### src/rtl/tw_pot_pkg.sv
package tw_pot_pkg;
  localparam logic [3:0] DEV_TYPE = 4'b0101;

  typedef enum logic [2:0] {
    CMD_DR_TO_WCR     = 3'd0,
    CMD_WCR_TO_DR     = 3'd1,
    CMD_ALL_DR_TO_WCR = 3'd2,
    CMD_ALL_WCR_TO_DR = 3'd3,
    CMD_WRITE_WCR     = 3'd4,
    CMD_WRITE_DR      = 3'd5
  } cmd_e;

  typedef enum logic [1:0] {K_NONE, K_TWO, K_THREE, K_STEP} kind_e;

  typedef enum logic [2:0] {S_IDLE, S_ADDR, S_INSTR, S_DATA, S_STEP} state_e;

  typedef struct packed {
    kind_e kind;
    cmd_e  cmd;
  } dec_t;

  function automatic dec_t decode_instr(input logic [7:0] b);
    dec_t d;
    d.kind = K_NONE;
    d.cmd  = CMD_DR_TO_WCR;
    if (!b[3]) begin
      case (b[7:4])
        4'b1101: begin d.kind = K_TWO;   d.cmd = CMD_DR_TO_WCR;     end
        4'b1110: begin d.kind = K_TWO;   d.cmd = CMD_WCR_TO_DR;     end
        4'b0001: begin d.kind = K_TWO;   d.cmd = CMD_ALL_DR_TO_WCR; end
        4'b1000: begin d.kind = K_TWO;   d.cmd = CMD_ALL_WCR_TO_DR; end
        4'b1010: begin d.kind = K_THREE; d.cmd = CMD_WRITE_WCR;     end
        4'b1100: begin d.kind = K_THREE; d.cmd = CMD_WRITE_DR;      end
        4'b0010: d.kind = K_STEP;
        default: d.kind = K_NONE;
      endcase
    end
    return d;
  endfunction
endpackage

### src/rtl/tw_pot_sync.sv
module tw_pot_sync #(
  parameter int STAGES = 2
) (
  input  logic clk_i,
  input  logic rst_ni,
  input  logic scl_i,
  input  logic sda_i,
  output logic sda_o,
  output logic scl_rise_o,
  output logic scl_fall_o,
  output logic start_o,
  output logic stop_o
);
  logic [STAGES-1:0] scl_pipe, sda_pipe;
  logic scl_s, sda_s, scl_q, sda_q;

  always_ff @(posedge clk_i or negedge rst_ni) begin
    if (!rst_ni) begin
      scl_pipe <= '1;
      sda_pipe <= '1;
      scl_q    <= 1'b1;
      sda_q    <= 1'b1;
    end else begin
      scl_pipe <= {scl_pipe[STAGES-2:0], scl_i};
      sda_pipe <= {sda_pipe[STAGES-2:0], sda_i};
      scl_q    <= scl_s;
      sda_q    <= sda_s;
    end
  end

  assign scl_s      = scl_pipe[STAGES-1];
  assign sda_s      = sda_pipe[STAGES-1];
  assign sda_o      = sda_s;
  assign scl_rise_o = scl_s & ~scl_q;
  assign scl_fall_o = ~scl_s & scl_q;
  // data edge while the clock stays high
  assign start_o    = scl_s & scl_q & sda_q & ~sda_s;
  assign stop_o     = scl_s & scl_q & ~sda_q & sda_s;
endmodule

### src/rtl/tw_pot_framer.sv
module tw_pot_framer #(
  parameter int BITS = 8
) (
  input  logic            clk_i,
  input  logic            rst_ni,
  input  logic            restart_i,
  input  logic            frame_en_i,
  input  logic            scl_rise_i,
  input  logic            scl_fall_i,
  input  logic            sda_i,
  input  logic            ack_req_i,
  output logic [BITS-1:0] byte_o,
  output logic            byte_done_o,
  output logic            slot_end_o,
  output logic            sda_oe_o
);
  localparam int CNT_W = $clog2(BITS + 2);
  localparam logic [CNT_W-1:0] CNT_FULL = CNT_W'(BITS);
  localparam logic [CNT_W-1:0] CNT_ACK  = CNT_W'(BITS + 1);

  logic [CNT_W-1:0] cnt_q;
  logic [BITS-1:0]  sh_q;

  assign byte_o      = sh_q;
  assign byte_done_o = frame_en_i & ~restart_i & scl_fall_i & (cnt_q == CNT_FULL);
  assign slot_end_o  = frame_en_i & ~restart_i & scl_fall_i & (cnt_q == CNT_ACK);

  always_ff @(posedge clk_i or negedge rst_ni) begin
    if (!rst_ni) begin
      cnt_q    <= '0;
      sh_q     <= '0;
      sda_oe_o <= 1'b0;
    end else if (restart_i || !frame_en_i) begin
      cnt_q    <= '0;
      sda_oe_o <= 1'b0;
    end else if (scl_rise_i && cnt_q < CNT_FULL) begin
      sh_q  <= {sh_q[BITS-2:0], sda_i};
      cnt_q <= cnt_q + 1'b1;
    end else if (byte_done_o) begin
      cnt_q    <= CNT_ACK;
      sda_oe_o <= ack_req_i;
    end else if (slot_end_o) begin
      cnt_q    <= '0;
      sda_oe_o <= 1'b0;
    end
  end
endmodule

### src/rtl/tw_pot_ctrl.sv
module tw_pot_ctrl
  import tw_pot_pkg::*;
#(
  parameter int ADDR_W = 4
) (
  input  logic              clk_i,
  input  logic              rst_ni,
  input  logic              start_i,
  input  logic              stop_i,
  input  logic              scl_rise_i,
  input  logic              scl_fall_i,
  input  logic              sda_i,
  input  logic              byte_done_i,
  input  logic              slot_end_i,
  input  logic [7:0]        byte_i,
  input  logic [ADDR_W-1:0] dev_addr_i,
  output logic              frame_en_o,
  output logic              ack_req_o,
  output logic              in_step_o,
  output logic              cmd_valid_o,
  output logic [2:0]        cmd_op_o,
  output logic              cmd_pot_o,
  output logic [1:0]        cmd_reg_o,
  output logic [7:0]        cmd_data_o,
  output logic              step_valid_o,
  output logic              step_up_o
);
  state_e     state_q;
  dec_t       dec_q;
  logic       pot_q, pend_q, dir_q;
  logic [1:0] reg_q;
  logic       addr_hit;

  assign addr_hit   = (byte_i == {DEV_TYPE, dev_addr_i});
  assign frame_en_o = (state_q == S_ADDR) || (state_q == S_INSTR) || (state_q == S_DATA);
  assign in_step_o  = (state_q == S_STEP);

  always_comb begin
    case (state_q)
      S_ADDR:          ack_req_o = addr_hit;
      S_INSTR, S_DATA: ack_req_o = 1'b1;
      default:         ack_req_o = 1'b0;
    endcase
  end

  always_ff @(posedge clk_i or negedge rst_ni) begin
    if (!rst_ni) begin
      state_q      <= S_IDLE;
      dec_q        <= '0;
      pot_q        <= 1'b0;
      reg_q        <= '0;
      pend_q       <= 1'b0;
      dir_q        <= 1'b0;
      cmd_valid_o  <= 1'b0;
      cmd_op_o     <= '0;
      cmd_pot_o    <= 1'b0;
      cmd_reg_o    <= '0;
      cmd_data_o   <= '0;
      step_valid_o <= 1'b0;
      step_up_o    <= 1'b0;
    end else begin
      cmd_valid_o  <= 1'b0;
      step_valid_o <= 1'b0;
      if (start_i) begin
        state_q <= S_ADDR;
        pend_q  <= 1'b0;
      end else if (stop_i) begin
        if (pend_q) begin
          cmd_valid_o <= 1'b1;
          cmd_op_o    <= dec_q.cmd;
          cmd_pot_o   <= pot_q;
          cmd_reg_o   <= reg_q;
        end
        pend_q  <= 1'b0;
        state_q <= S_IDLE;
      end else begin
        case (state_q)
          S_ADDR: begin
            if (byte_done_i && !addr_hit) state_q <= S_IDLE;
            else if (slot_end_i)          state_q <= S_INSTR;
          end
          S_INSTR: begin
            if (byte_done_i) begin
              dec_q <= decode_instr(byte_i);
              pot_q <= byte_i[2];
              reg_q <= byte_i[1:0];
            end else if (slot_end_i) begin
              case (dec_q.kind)
                K_TWO:   begin pend_q <= 1'b1; state_q <= S_IDLE; end
                K_THREE: state_q <= S_DATA;
                K_STEP:  state_q <= S_STEP;
                default: state_q <= S_IDLE;
              endcase
            end
          end
          S_DATA: begin
            if (byte_done_i) cmd_data_o <= byte_i;
            else if (slot_end_i) begin
              cmd_valid_o <= 1'b1;
              cmd_op_o    <= dec_q.cmd;
              cmd_pot_o   <= pot_q;
              cmd_reg_o   <= reg_q;
              state_q     <= S_IDLE;
            end
          end
          S_STEP: begin
            // direction taken at the rise, move issued at the fall
            if (scl_rise_i) dir_q <= sda_i;
            if (scl_fall_i) begin
              step_valid_o <= 1'b1;
              step_up_o    <= dir_q;
            end
          end
          default: ;
        endcase
      end
    end
  end
endmodule

### src/rtl/tw_pot_cmd.sv
module tw_pot_cmd #(
  parameter int SYNC_STAGES = 2,
  parameter int ADDR_W      = 4
) (
  input  logic              clk_i,
  input  logic              rst_ni,
  input  logic              scl_i,
  input  logic              sda_i,
  input  logic [ADDR_W-1:0] dev_addr_i,
  output logic              sda_oe_o,
  output logic              cmd_valid_o,
  output logic [2:0]        cmd_op_o,
  output logic              cmd_pot_o,
  output logic [1:0]        cmd_reg_o,
  output logic [7:0]        cmd_data_o,
  output logic              step_valid_o,
  output logic              step_up_o
);
  localparam int BYTE_W = 8;

  logic sda_s, scl_rise, scl_fall, start_det, stop_det;
  logic frame_en, ack_req, byte_done, slot_end, in_step;
  logic [BYTE_W-1:0] rx_byte;

  tw_pot_sync #(.STAGES(SYNC_STAGES)) u_sync (
    .clk_i, .rst_ni, .scl_i, .sda_i,
    .sda_o(sda_s), .scl_rise_o(scl_rise), .scl_fall_o(scl_fall),
    .start_o(start_det), .stop_o(stop_det)
  );

  tw_pot_framer #(.BITS(BYTE_W)) u_framer (
    .clk_i, .rst_ni,
    .restart_i(start_det | stop_det), .frame_en_i(frame_en),
    .scl_rise_i(scl_rise), .scl_fall_i(scl_fall), .sda_i(sda_s),
    .ack_req_i(ack_req), .byte_o(rx_byte), .byte_done_o(byte_done),
    .slot_end_o(slot_end), .sda_oe_o
  );

  tw_pot_ctrl #(.ADDR_W(ADDR_W)) u_ctrl (
    .clk_i, .rst_ni,
    .start_i(start_det), .stop_i(stop_det),
    .scl_rise_i(scl_rise), .scl_fall_i(scl_fall), .sda_i(sda_s),
    .byte_done_i(byte_done), .slot_end_i(slot_end), .byte_i(rx_byte),
    .dev_addr_i, .frame_en_o(frame_en), .ack_req_o(ack_req), .in_step_o(in_step),
    .cmd_valid_o, .cmd_op_o, .cmd_pot_o, .cmd_reg_o, .cmd_data_o,
    .step_valid_o, .step_up_o
  );
endmodule

### config.mk
export PLATFORM = sky130hd
export DESIGN_NAME = tw_pot_cmd
export DESIGN_NICKNAME = d
export VERILOG_FILES = /design/src/rtl/tw_pot_pkg.sv /design/src/rtl/tw_pot_sync.sv /design/src/rtl/tw_pot_framer.sv /design/src/rtl/tw_pot_ctrl.sv /design/src/rtl/tw_pot_cmd.sv
export SDC_FILE = /design/constraint.sdc
export NUM_CORES = 1
export LEC_CHECK = 0
export ABC_CLOCK_PERIOD_IN_PS = 4000
export CAP_MARGIN = 5
export CORE_ASPECT_RATIO = 1.5
export CORE_MARGIN = 5
export CORE_UTILIZATION = 62
export CTS_BUF_LIST = sky130_fd_sc_hd__clkbuf_16
export DETAILED_ROUTE_END_ITERATION = 7
export DONT_BUFFER_PORTS = 1
export HOLD_SLACK_MARGIN = 0.12
export PLACE_DENSITY = 0.78
export SYNTH_ARGS = -nofsm -noshare
export SYNTH_HDL_FRONTEND = slang
export SYNTH_HIERARCHICAL = 1
export SYNTH_SLANG_ARGS = --single-unit
### constraint.sdc
create_clock -name clk_i -period 4 [get_ports clk_i]
set_clock_uncertainty 0.1 [all_clocks]
set_input_delay 0.8 -clock clk_i [delete_from_list [all_inputs] [get_ports clk_i]]
set_output_delay 0.8 -clock clk_i [all_outputs]
set_load 0.01 [all_outputs]
==> metrics.yaml <==
ctsResizeCount: 0
report.final.slew_viol_count: 0
cp-end-kind: "flop"
max_freq_ghz: 0.3141
clock_path_buffers: 2
min_path_type: "in2async"
grt-ovfl-total: 0
htreeDepth: 2
tightest_slew_ns: 0.5384
drive_gt1_share_pct: 25.65
hold_viol_final: 0
finalSetupViolCount: 0
clk_latency_ns: 0.28
min_period_ns: 3.184
port_buffers: 0
die-width_um: 59.40
clockRootBuffer: "clkbuf_16"
r2r-start: "u_sync/scl_pipe[1]"
core_um2: 3615
synth_nets: 197
cts_sinks: 49
final_area_um2: 2519
final_common_cell: "dfrtp_1"
grt_pass1_vias: 1582
remaining_drc_errors: 0
ys.flop_type: "dfrtp_1"
grt_max_degree: 44
maxCapViolations: 0
die_area_um2: 4996
required_ns: 4.07
drtPass1Iterations: 4
avgViaCountPerCell: 6.235
crit_fanout: 7
cts_setup_buffers: 0
synth.ff_latch_count: 49
synth_edf_count: 0
worstSetupStartpointType: "flop"
start_util_pct: 62.79
synth.distinct_cells: 50
diodes: 0
fin_crit_sh_pct: 79.60
synthCells: 186
cts.clk_slew.worst_paths_ns: 0.06
r2r_setup_slack_ns: 0.82
status: "complete, no violations"
place_area_um2: 2308
ios: 26
ir_drop_mv: 0.5436
fin_util_pct: 69.68
fill_cells: 246
grt_first_pass_wirelength_um: 7672
synth_area_um2: 2270
yosysWarnings: 6
vias: 1459
wire_per_inst_um: 18.87
grt_use_total_pct: 19.94
crit_chain: "and4b_1 -> or2_1 -> nand2b_1 -> or3_4 -> inv_1 -> nand2b_1 -> or4b_4 -> a21oi_4 -> mux2_2"
maxSlewHeadroom_pct: 64.07
yosysSeqAreaShare_pct: 54.36
cp_data_arrival_time_ns: 3.25
dieHeight_um: 84.10
p_per_area_nw_per_um2: 516.1
first_iter_violations: 97
reg2reg_depth: 9
area_delta_synth_final_pct: 10.97
multiInputGateArea_um2: 991.0
max_stage_delay_ns: 0.56
layout.nets: 201
wl_um: 4416
cts_tree: "built"
antenna_found_initial: 0
syn_area_per_cell_um2: 12.20
cts_buffers: 5
rows: 27
critPathKind: "reg2reg"
fin_tns_setup_ns: 0
hold_buffers: 1
leakage_nw: 1.169
worst_path_most_repeated_cell: "nand2b_1"
mostFrequentLayoutCells: "dfrtp_1 (43), mux2_2 (26), nor2_1 (9)"
whs_ns: 0.2561
ys_async_sr_fraction_pct: 100.0
gp_congestion: 0.9496
reg2reg_to: "u_ctrl/cmd_reg_o[1]"
crit_slowest_cell: "or4b_4"
seqCellArea_um2: 1234
hpwl_um: 3094
rsz0062_at_grt: "false"
ant_nets: 0
==> flip-flops by register name, summed over array words and instances (netlist names), 2 cells and up <==
signal,count
u_framer/cnt_q,4
u_ctrl/cmd_reg_o,2
u_ctrl/reg_q,2
u_sync/sda_pipe,2
u_ctrl/cmd_op_o,3
u_ctrl/state_q,3
u_framer/byte_o,8
u_sync/scl_pipe,2
u_ctrl/dec_q,5
u_ctrl/cmd_data_o,8
==> synthesized netlist by cell type, types with 2 or more instances <==
cell      count  share of area (%)
dfrtp_1      43                 47
mux2_2       26                 13
nor2_1        9                1.5
inv_1         8                1.3
nand2_1       8                1.3
dfstp_2       6                6.9
xnor2_1       6                2.3
nand2b_1      5                1.4
nand3_1       5                1.1
nor3_1        5                1.1
o21ai_0       5                1.1
clkbuf_1      4               0.66
nor2b_1       4                1.1
a21oi_1       3               0.66
ha_1          3                1.7
xor2_1        3                1.2
a221oi_1      2               0.77
and2_1        2               0.55
and4b_1       2               0.88
nand3b_1      2               0.66
nor3b_1       2               0.66
o211ai_1      2               0.66
o21bai_1      2               0.66
o31ai_1       2               0.66
or4_1         2               0.66
==> area by class of cell <==
type	count	area share [%]
tap	43	2.136
clock inverter	3	2.583
sequential	49	48.98
inverter	8	1.192
clock buffer	5	4.968
timing repair buffer	1	0.7948
multi-input combinational	125	39.34
==> layer usage <==
layer / vias up / part of all wire [%] / global-route usage (%)
met4: 0 / 2.0 / 6.598
met1: 727 / 39 / 23.54
met2: 43 / 54 / 34.23
met5: - / 0 / 0
met3: 12 / 4.4 / 5.108
li1: 677 / - / -
==> stage by stage <==
| step | cells | setup slack [ns] | total power (W) |
|---|---|---|---|
| after floorplan | 186 | 1.079 | 0.0007313 |
| after global placement | 225 | 0.9185 | 0.0007663 |
| after detailed placement | 225 | 0.8405 | 0.0007762 |
| after CTS | 234 | 0.8162 | 0.001310 |
| after global routing | 234 | 0.6191 | 0.001365 |
| final | 234 | 0.8161 | 0.001300 |
==> critical path: cells and delay by family (launching register included) <==
kind,cells,cell delay (ns)
compound gates,1,0.29
buf+inv,1,0.06
flops,1,0.55
mux,1,0.37
simple gates,6,1.69
==> logic make-up (layout without fill, tap and decap cells) <==
family | count (synthesis) | after routing | synth area share, %
mux | 28 | 28 | 13.84
simple gates | 59 | 59 | 16.21
compound gates | 26 | 26 | 8.490
buf+inv | 12 | 17 | 1.984
xor+xnor | 9 | 9 | 3.473
flops | 49 | 49 | 54.35
fa+ha+maj | 3 | 3 | 1.654
==> worst max path at each step <==
stage / start / to / slack (ns) / cells past startpoint
detailed placement: u_sync/scl_pipe[1] / u_ctrl/cmd_op_o[1] / 0.84 / 9
global placement: u_sync/sda_pipe[1] / u_ctrl/cmd_reg_o[0] / 0.92 / 9
finish: u_sync/scl_pipe[1] / u_ctrl/cmd_reg_o[1] / 0.82 / 9
global route: u_sync/sda_pipe[1] / u_ctrl/cmd_reg_o[0] / 0.62 / 9
floorplan: u_sync/scl_pipe[1] / u_ctrl/cmd_op_o[0] / 1.08 / 9
CTS: u_sync/scl_pipe[1] / u_ctrl/cmd_reg_o[1] / 0.82 / 9
==> where the power goes <==
part | switching (W) | internal, W | total [W]
registers | 0.0000798 | 0.000537 | 0.000616
logic | 0.0000762 | 0.0000866 | 0.000163
clock network | 0.000164 | 0.000356 | 0.000521
total | 0.000320 | 0.000980 | 0.00130
Note: power is estimated with default switching activity, not from simulation.
